--- config.mk ---
export PLATFORM = sky130hd
export DESIGN_NAME = gpio_irq_bank
export DESIGN_NICKNAME = d
export VERILOG_FILES = /design/src/rtl/gpio_irq_pkg.sv /design/src/rtl/gpio_irq_sync.sv /design/src/rtl/gpio_irq_detect.sv /design/src/rtl/gpio_irq_regs.sv /design/src/rtl/gpio_irq_bank.sv
export SDC_FILE = /design/constraint.sdc
export NUM_CORES = 1
export LEC_CHECK = 0
export ABC_CLOCK_PERIOD_IN_PS = 1750
export BUFFER_PORTS_ARGS = -buffer_cell sky130_fd_sc_hd__clkbuf_2
export CAP_MARGIN = 20
export CORE_MARGIN = 10
export CORE_UTILIZATION = 64
export DETAILED_ROUTE_END_ITERATION = 7
export GPL_TIMING_DRIVEN = 0
export PLACE_DENSITY = 0.84
export SKIP_LAST_GASP = 1
export SLEW_MARGIN = 20
export SYNTH_ARGS = -nofsm -noshare
export SYNTH_HDL_FRONTEND = slang
export SYNTH_SLANG_ARGS = --single-unit
export TNS_END_PERCENT = 5
--- constraint.sdc ---
create_clock -name clk -period 1.75 [get_ports clk]
set_input_delay 0 -clock clk [delete_from_list [all_inputs] [get_ports clk]]
set_output_delay 0 -clock clk [all_outputs]
set_load 0.005 [all_outputs]
--- src/rtl/gpio_irq_pkg.sv ---
package gpio_irq_pkg;
  localparam int ADDR_W = 3;

  typedef enum logic [ADDR_W-1:0] {
    REG_MASK    = 3'd0,
    REG_UNMASK  = 3'd1,
    REG_MASKSET = 3'd2,
    REG_PEND    = 3'd3,
    REG_KIND    = 3'd4,
    REG_POL     = 3'd5,
    REG_BOTH    = 3'd6
  } reg_sel_e;
endpackage

--- src/rtl/gpio_irq_sync.sv ---
module gpio_irq_sync #(
  parameter int W      = 32,
  parameter int STAGES = 2
) (
  input  logic         clk,
  input  logic         rst,
  input  logic [W-1:0] d,
  output logic [W-1:0] cur,
  output logic [W-1:0] prev
);
  logic [W-1:0] chain [STAGES];

  always_ff @(posedge clk) begin
    if (rst) begin
      for (int i = 0; i < STAGES; i++) chain[i] <= '0;
      prev <= '0;
    end else begin
      chain[0] <= d;
      for (int i = 1; i < STAGES; i++) chain[i] <= chain[i-1];
      prev <= chain[STAGES-1];
    end
  end

  assign cur = chain[STAGES-1];
endmodule

--- src/rtl/gpio_irq_detect.sv ---
module gpio_irq_detect #(
  parameter int W = 32
) (
  input  logic [W-1:0] cur,
  input  logic [W-1:0] prev,
  input  logic [W-1:0] kind,
  input  logic [W-1:0] pol,
  input  logic [W-1:0] both,
  output logic [W-1:0] set_vec
);
  for (genvar g = 0; g < W; g++) begin : g_pin
    logic rise, fall, edge_hit, lvl_hit;
    assign rise     = cur[g] & ~prev[g];
    assign fall     = ~cur[g] & prev[g];
    assign edge_hit = both[g] ? (rise | fall) : (pol[g] ? rise : fall);
    assign lvl_hit  = pol[g] ? cur[g] : ~cur[g];
    assign set_vec[g] = kind[g] ? edge_hit : lvl_hit;
  end
endmodule

--- src/rtl/gpio_irq_regs.sv ---
module gpio_irq_regs
  import gpio_irq_pkg::*;
#(
  parameter int W = 32
) (
  input  logic              clk,
  input  logic              rst,
  input  logic              wr,
  input  logic [ADDR_W-1:0] addr,
  input  logic [W-1:0]      wdata,
  input  logic [W-1:0]      set_vec,
  output logic [W-1:0]      rdata,
  output logic [W-1:0]      mask_q,
  output logic [W-1:0]      status_q,
  output logic [W-1:0]      kind_q,
  output logic [W-1:0]      pol_q,
  output logic [W-1:0]      both_q
);
  reg_sel_e     sel;
  logic [W-1:0] clr;

  assign sel = reg_sel_e'(addr);
  assign clr = (wr && sel == REG_PEND) ? wdata : '0;

  always_ff @(posedge clk) begin
    if (rst) begin
      mask_q   <= '1;
      status_q <= '0;
      kind_q   <= '0;
      pol_q    <= '0;
      both_q   <= '0;
      rdata    <= '0;
    end else begin
      if (wr) begin
        case (sel)
          REG_UNMASK:  mask_q <= mask_q & ~wdata;
          REG_MASKSET: mask_q <= mask_q | wdata;
          REG_KIND:    kind_q <= wdata;
          REG_POL:     pol_q  <= wdata;
          REG_BOTH:    both_q <= wdata;
          default: ;
        endcase
      end
      // edge pins: sticky, set beats clear; level pins: live level
      status_q <= (kind_q & ((status_q & ~clr) | set_vec)) | (~kind_q & set_vec);
      case (sel)
        REG_MASK: rdata <= mask_q;
        REG_PEND: rdata <= status_q;
        REG_KIND: rdata <= kind_q;
        REG_POL:  rdata <= pol_q;
        REG_BOTH: rdata <= both_q;
        default:  rdata <= '0;
      endcase
    end
  end
endmodule

--- src/rtl/gpio_irq_bank.sv ---
module gpio_irq_bank #(
  parameter int PINS        = 32,
  parameter int SYNC_STAGES = 2
) (
  input  logic                            clk,
  input  logic                            rst,
  input  logic                            reg_wr,
  input  logic [gpio_irq_pkg::ADDR_W-1:0] reg_addr,
  input  logic [PINS-1:0]                 reg_wdata,
  output logic [PINS-1:0]                 reg_rdata,
  input  logic [PINS-1:0]                 pins_in,
  output logic                            bank_irq
);
  logic [PINS-1:0] cur, prev, set_vec;
  logic [PINS-1:0] mask_q, status_q, kind_q, pol_q, both_q;

  gpio_irq_sync #(.W(PINS), .STAGES(SYNC_STAGES)) u_sync (
    .clk(clk), .rst(rst), .d(pins_in), .cur(cur), .prev(prev)
  );

  gpio_irq_detect #(.W(PINS)) u_detect (
    .cur(cur), .prev(prev), .kind(kind_q), .pol(pol_q), .both(both_q),
    .set_vec(set_vec)
  );

  gpio_irq_regs #(.W(PINS)) u_regs (
    .clk(clk), .rst(rst), .wr(reg_wr), .addr(reg_addr), .wdata(reg_wdata),
    .set_vec(set_vec), .rdata(reg_rdata), .mask_q(mask_q),
    .status_q(status_q), .kind_q(kind_q), .pol_q(pol_q), .both_q(both_q)
  );

  always_ff @(posedge clk) begin
    if (rst) bank_irq <= 1'b0;
    else     bank_irq <= |(status_q & ~mask_q);
  end
endmodule

==> results summary <==
The number of cell rows came out at 51. The logic depth of the worst register-to-register path came out at 4. Synthesis instantiated 31 different standard cells from the library. IR analysis of the VDD net gives a maximum drop of 882.2 µV.

The CTS buffer count is 29. The final wirelength is 37280 µm. The cell sitting at the root of the clock tree is a clkbuf_16. The launch instance of the worst register-to-register path is u_regs.status_q[3]. The clock sink count came out at 289. The cell with the largest stage delay on the worst path is dlygate4sd3_1.

The clock period minus worst slack came out at 1596 ps. The internal portion of total power came out at 10820 µW. The filler cell count in the final layout is 1348.

After detailed placement, the total cell area comes to 13410 µm². The initial antenna violation count is 7. The final weighted congestion of routability-driven global placement is 0.9537. Global routing used 27.98% of the available tracks. The via count of the routed design came out at 11372.

The area enclosed by the die boundary is 25650 µm². The share of the clock period used by the worst path after layout came out at 91.18%. The adder and majority cell fraction of the synthesized area came out at 6.369%. The final worst hold slack is 55.16 ps. In this run the worst setup path begins at reg_wdata[31]. The power share of the sequential group came out at 49.0%. The worst clock skew is 13.65 ps.

The kind of launch point of the worst setup path is an input pin. The endpoint of the lowest-slack register-to-register path is bank_irq. The synthesized flop and latch total came out at 289. The share of async-settable or async-resettable flops after synthesis came out at 0%. The CTS clock-pin slew for the worst setup and hold paths is 60 ps. The min-delay analysis places its worst path in the category in2reg.

The number of remaining DRC errors is 0. The endpoint arrival time on the critical path is 2100 ps. The pre-antenna-repair detailed-routing pass consisted of 6 iterations. The end point of the critical path is u_regs.kind_q[31].

The total congestion overflow after global routing came out at 0. The synthesized instance count is 1440. The count of pins over their slew limit is 0.

The run finished with clean final reports. The final worst-path setup slack came out at 154.4 ps. The number of cells on the worst hold path came out at 5. Relative to the synthesized area, the layout overhead comes to 19.71%. The final layout net count came out at 1778. The number of setup buffers added after CTS is 0. Along the worst path, the maximum fanout reaches 6. The number of buffers on the longest clock path came out at 3. The HPWL after detailed placement is 24580 µm.

Summed over all instances, the cell type with the most area after synthesis is dfxtp_1. The proportion of power drawn by the clock network came out at 41.3%. Walking the worst path, the cells encountered are dlygate4sd3_1, clkbuf_2, nand2_1, dlygate4sd3_1, a21oi_1, dlygate4sd3_1. The remaining max-slew budget at the tightest pin came out at 42.23%. The required arrival time at the worst endpoint is 2250 ps. The number of maximum-capacitance constraint violations came out at 0. After synthesis, the largest family of logic cells by area is compound AO/OA/AOI/OAI gates. The insertion delay to the later sink of the worst-skew pair came out at 560 ps.

The switching portion of total power is 25.04%. Among all flip-flop cells after synthesis, the most frequent one is dfxtp_1. The average routed wire per standard cell came out at 19.28 µm. The type of the setup path with the least slack is in2reg. The via count of the first global-routing pass was 11286. The first global-routing pass estimated 58890 µm of wire. The xor/xnor share of the synthesized area is 2.299%. Ranked by total cell area, the synthesized netlist is headed by dfxtp_1, nand2_1, ha_1, a21oi_1, nor2b_1.

The fraction of final layout cells with drive strength greater than 1 came out at 14.24%. The share of the synthesized area in the top cell type came out at 46.01%. The Yosys step of the flow raised 0 warnings.

The number of port buffers is 101. The cell area after synthesis came out at 12570 µm². The effective utilization at floorplan is 64.82%. In this run, the number of DRC markers left after iteration 0 of detailed routing was 1158. The pin count of the biggest net entering global routing is 15. The total setup violations reported at the end of the flow came out at 0.

CTS built an H-tree with a depth of 1. The number of hold violations in the final report is 0. Static timing analysis puts the maximum clock frequency at 0.6267 GHz.

After routing the design area is 15050 µm². The transition at the pin with the smallest max-transition slack came out at 866.6 ps. The die boundary height came out at 160.2 µm.

The static leakage is 0.005874 µW. At the end of the flow the core is filled with cells to 77.59%. On the worst path, the slowest cell contributes a delay of 590 ps. In this run the remaining antenna-violating nets after routing total 0.

The setup slack of the most critical reg-to-reg path came out at 210 ps. Measured against the total synthesized area, the mux share comes to 5.493%. The number of nets in the synthesized netlist is 1574.

In this run the horizontal extent of the chip is 160.2 µm. The post-place setup slack is -419.0 ps. The share of the synthesized area in compound gates (AO/OA/AOI/OAI) is 17.35%. In this design, the critical path's most frequently occurring cell is dlygate4sd3_1. The synthesized-area fraction occupied by and/or/nand/nor cells came out at 16.63%. In this run, synthesis inferred 0 flip-flops with an integrated enable.

The average cell area after synthesis is 8.731 µm². The ratio of total power to cell area is 959.0 nW/µm². In this run, the combinational gates consume 9.7% of the power. The boundary pin count came out at 103. The kind of capture point of the worst setup path is a flop. The area of the placeable core came out at 19400 µm².

In the routed layout, each cell is associated on average with a via count of 5.880. The total net switching power came out at 3615 µW. The clock tree from TritonCTS is yes. The share of the Yosys chip area taken by registers is 46.01%. Setup repair after global routing left no endpoint under its margin.
-- kinds of logic after synthesis --
logic type | count (synthesis)
buffers and inverters | 185
muxes | 65
DFF | 289
AOI/OAI and AO/OA | 305
adders and majority gates | 64
and+or+nand+nor | 499
xor gates and xnor gates | 33
-- power groups by stage --
stage	Combinational (µW)	Sequential [µW]	Clock [µW]
floorplan	758	7130	0
global placement	1200	7180	0
detailed placement	1240	7200	0
CTS	1370	7060	6000
global route	1520	7090	6240
finish	1400	7070	5960
-- worst max-delay path: cells and delay by family --
kind                   cells  cell delay (ps)
buffers and inverters      4             1910
AO/OA/AOI/OAI              1              120
AND/OR/NAND/NOR            1               60
-- how the worst min path moves through the flow --
stage | from | to | slack (ps)
after floorplan | pins_in[0] | u_sync.chain[0][0] | 130
after global placement | pins_in[26] | u_sync.chain[0][26] | 210
after detailed placement | pins_in[3] | u_sync.chain[0][3] | 210
after CTS | reg_addr[1] | flop | 30
after global routing | reg_addr[0] | flop | 90
final | reg_addr[0] | flop | 60
-- synthesized netlist by cell type, drive strengths merged (33+ instances only) --
library cell	count
a21oi	128
clkbuf	60
dfxtp	289
ha	64
inv	96
mux2i	33
nand2	322
nor2	97
nor2b	66
xnor2	33
-- cells in the final DEF (no fill, tap or decap), drive strengths merged, types with 29 or more instances in the layout --
master,instances
a221o,32
mux2i,33
nand2,322
buf,29
clkbuf,202
xnor2,33
o21ai,32
ha,64
inv,98
a21oi,128
a211oi,32
a221oi,32
a311oi,32
dlygate4sd3,72
mux2,32
nor2,97
nor2b,66
dfxtp,289
-- metrics by stage --
stage / power, µW / cells / setup TNS, ps
after floorplan: 7893 / 1440 / 0
after global placement: 8382 / 1806 / -8465
after detailed placement: 8431 / 1806 / -8604
after CTS: 14430 / 1929 / 0
after global routing: 14860 / 1932 / 0
final: 14430 / 1934 / 0
-- metal layers --
metal | vias up | wire (µm) | track usage [%]
li1 | 5271 | - | -
met1 | 5241 | 13790 | 32.80
met2 | 687 | 17750 | 47.10
met3 | 171 | 3858 | 6.941
met4 | 2 | 1869 | 13.15
met5 | - | 13 | 0
-- what timing repair did --
item / CTS / global route
hold endpoints to repair: 192 / 0
hold buffers: 72 / 0
setup endpoints to repair: 0 / 2
gates resized for setup: 0 / 1
-- cell type report --
| type | instances | area (µm²) | area share, % |
|---|---|---|---|
| antenna | 5 | 12.51 | 0.08313 |
| tap | 265 | 331.6 | 2.203 |
| buffer | 89 | 375.4 | 2.494 |
| timing repair buffer | 173 | 1226 | 8.146 |
| clock buffer | 41 | 820.8 | 5.453 |
| multi-input combinational | 966 | 6057 | 40.24 |
| clock inverter | 10 | 82.58 | 0.5486 |
| inverter | 96 | 360.3 | 2.394 |
| sequential | 289 | 5786 | 38.44 |
Note: power is estimated with default switching activity, not from simulation.
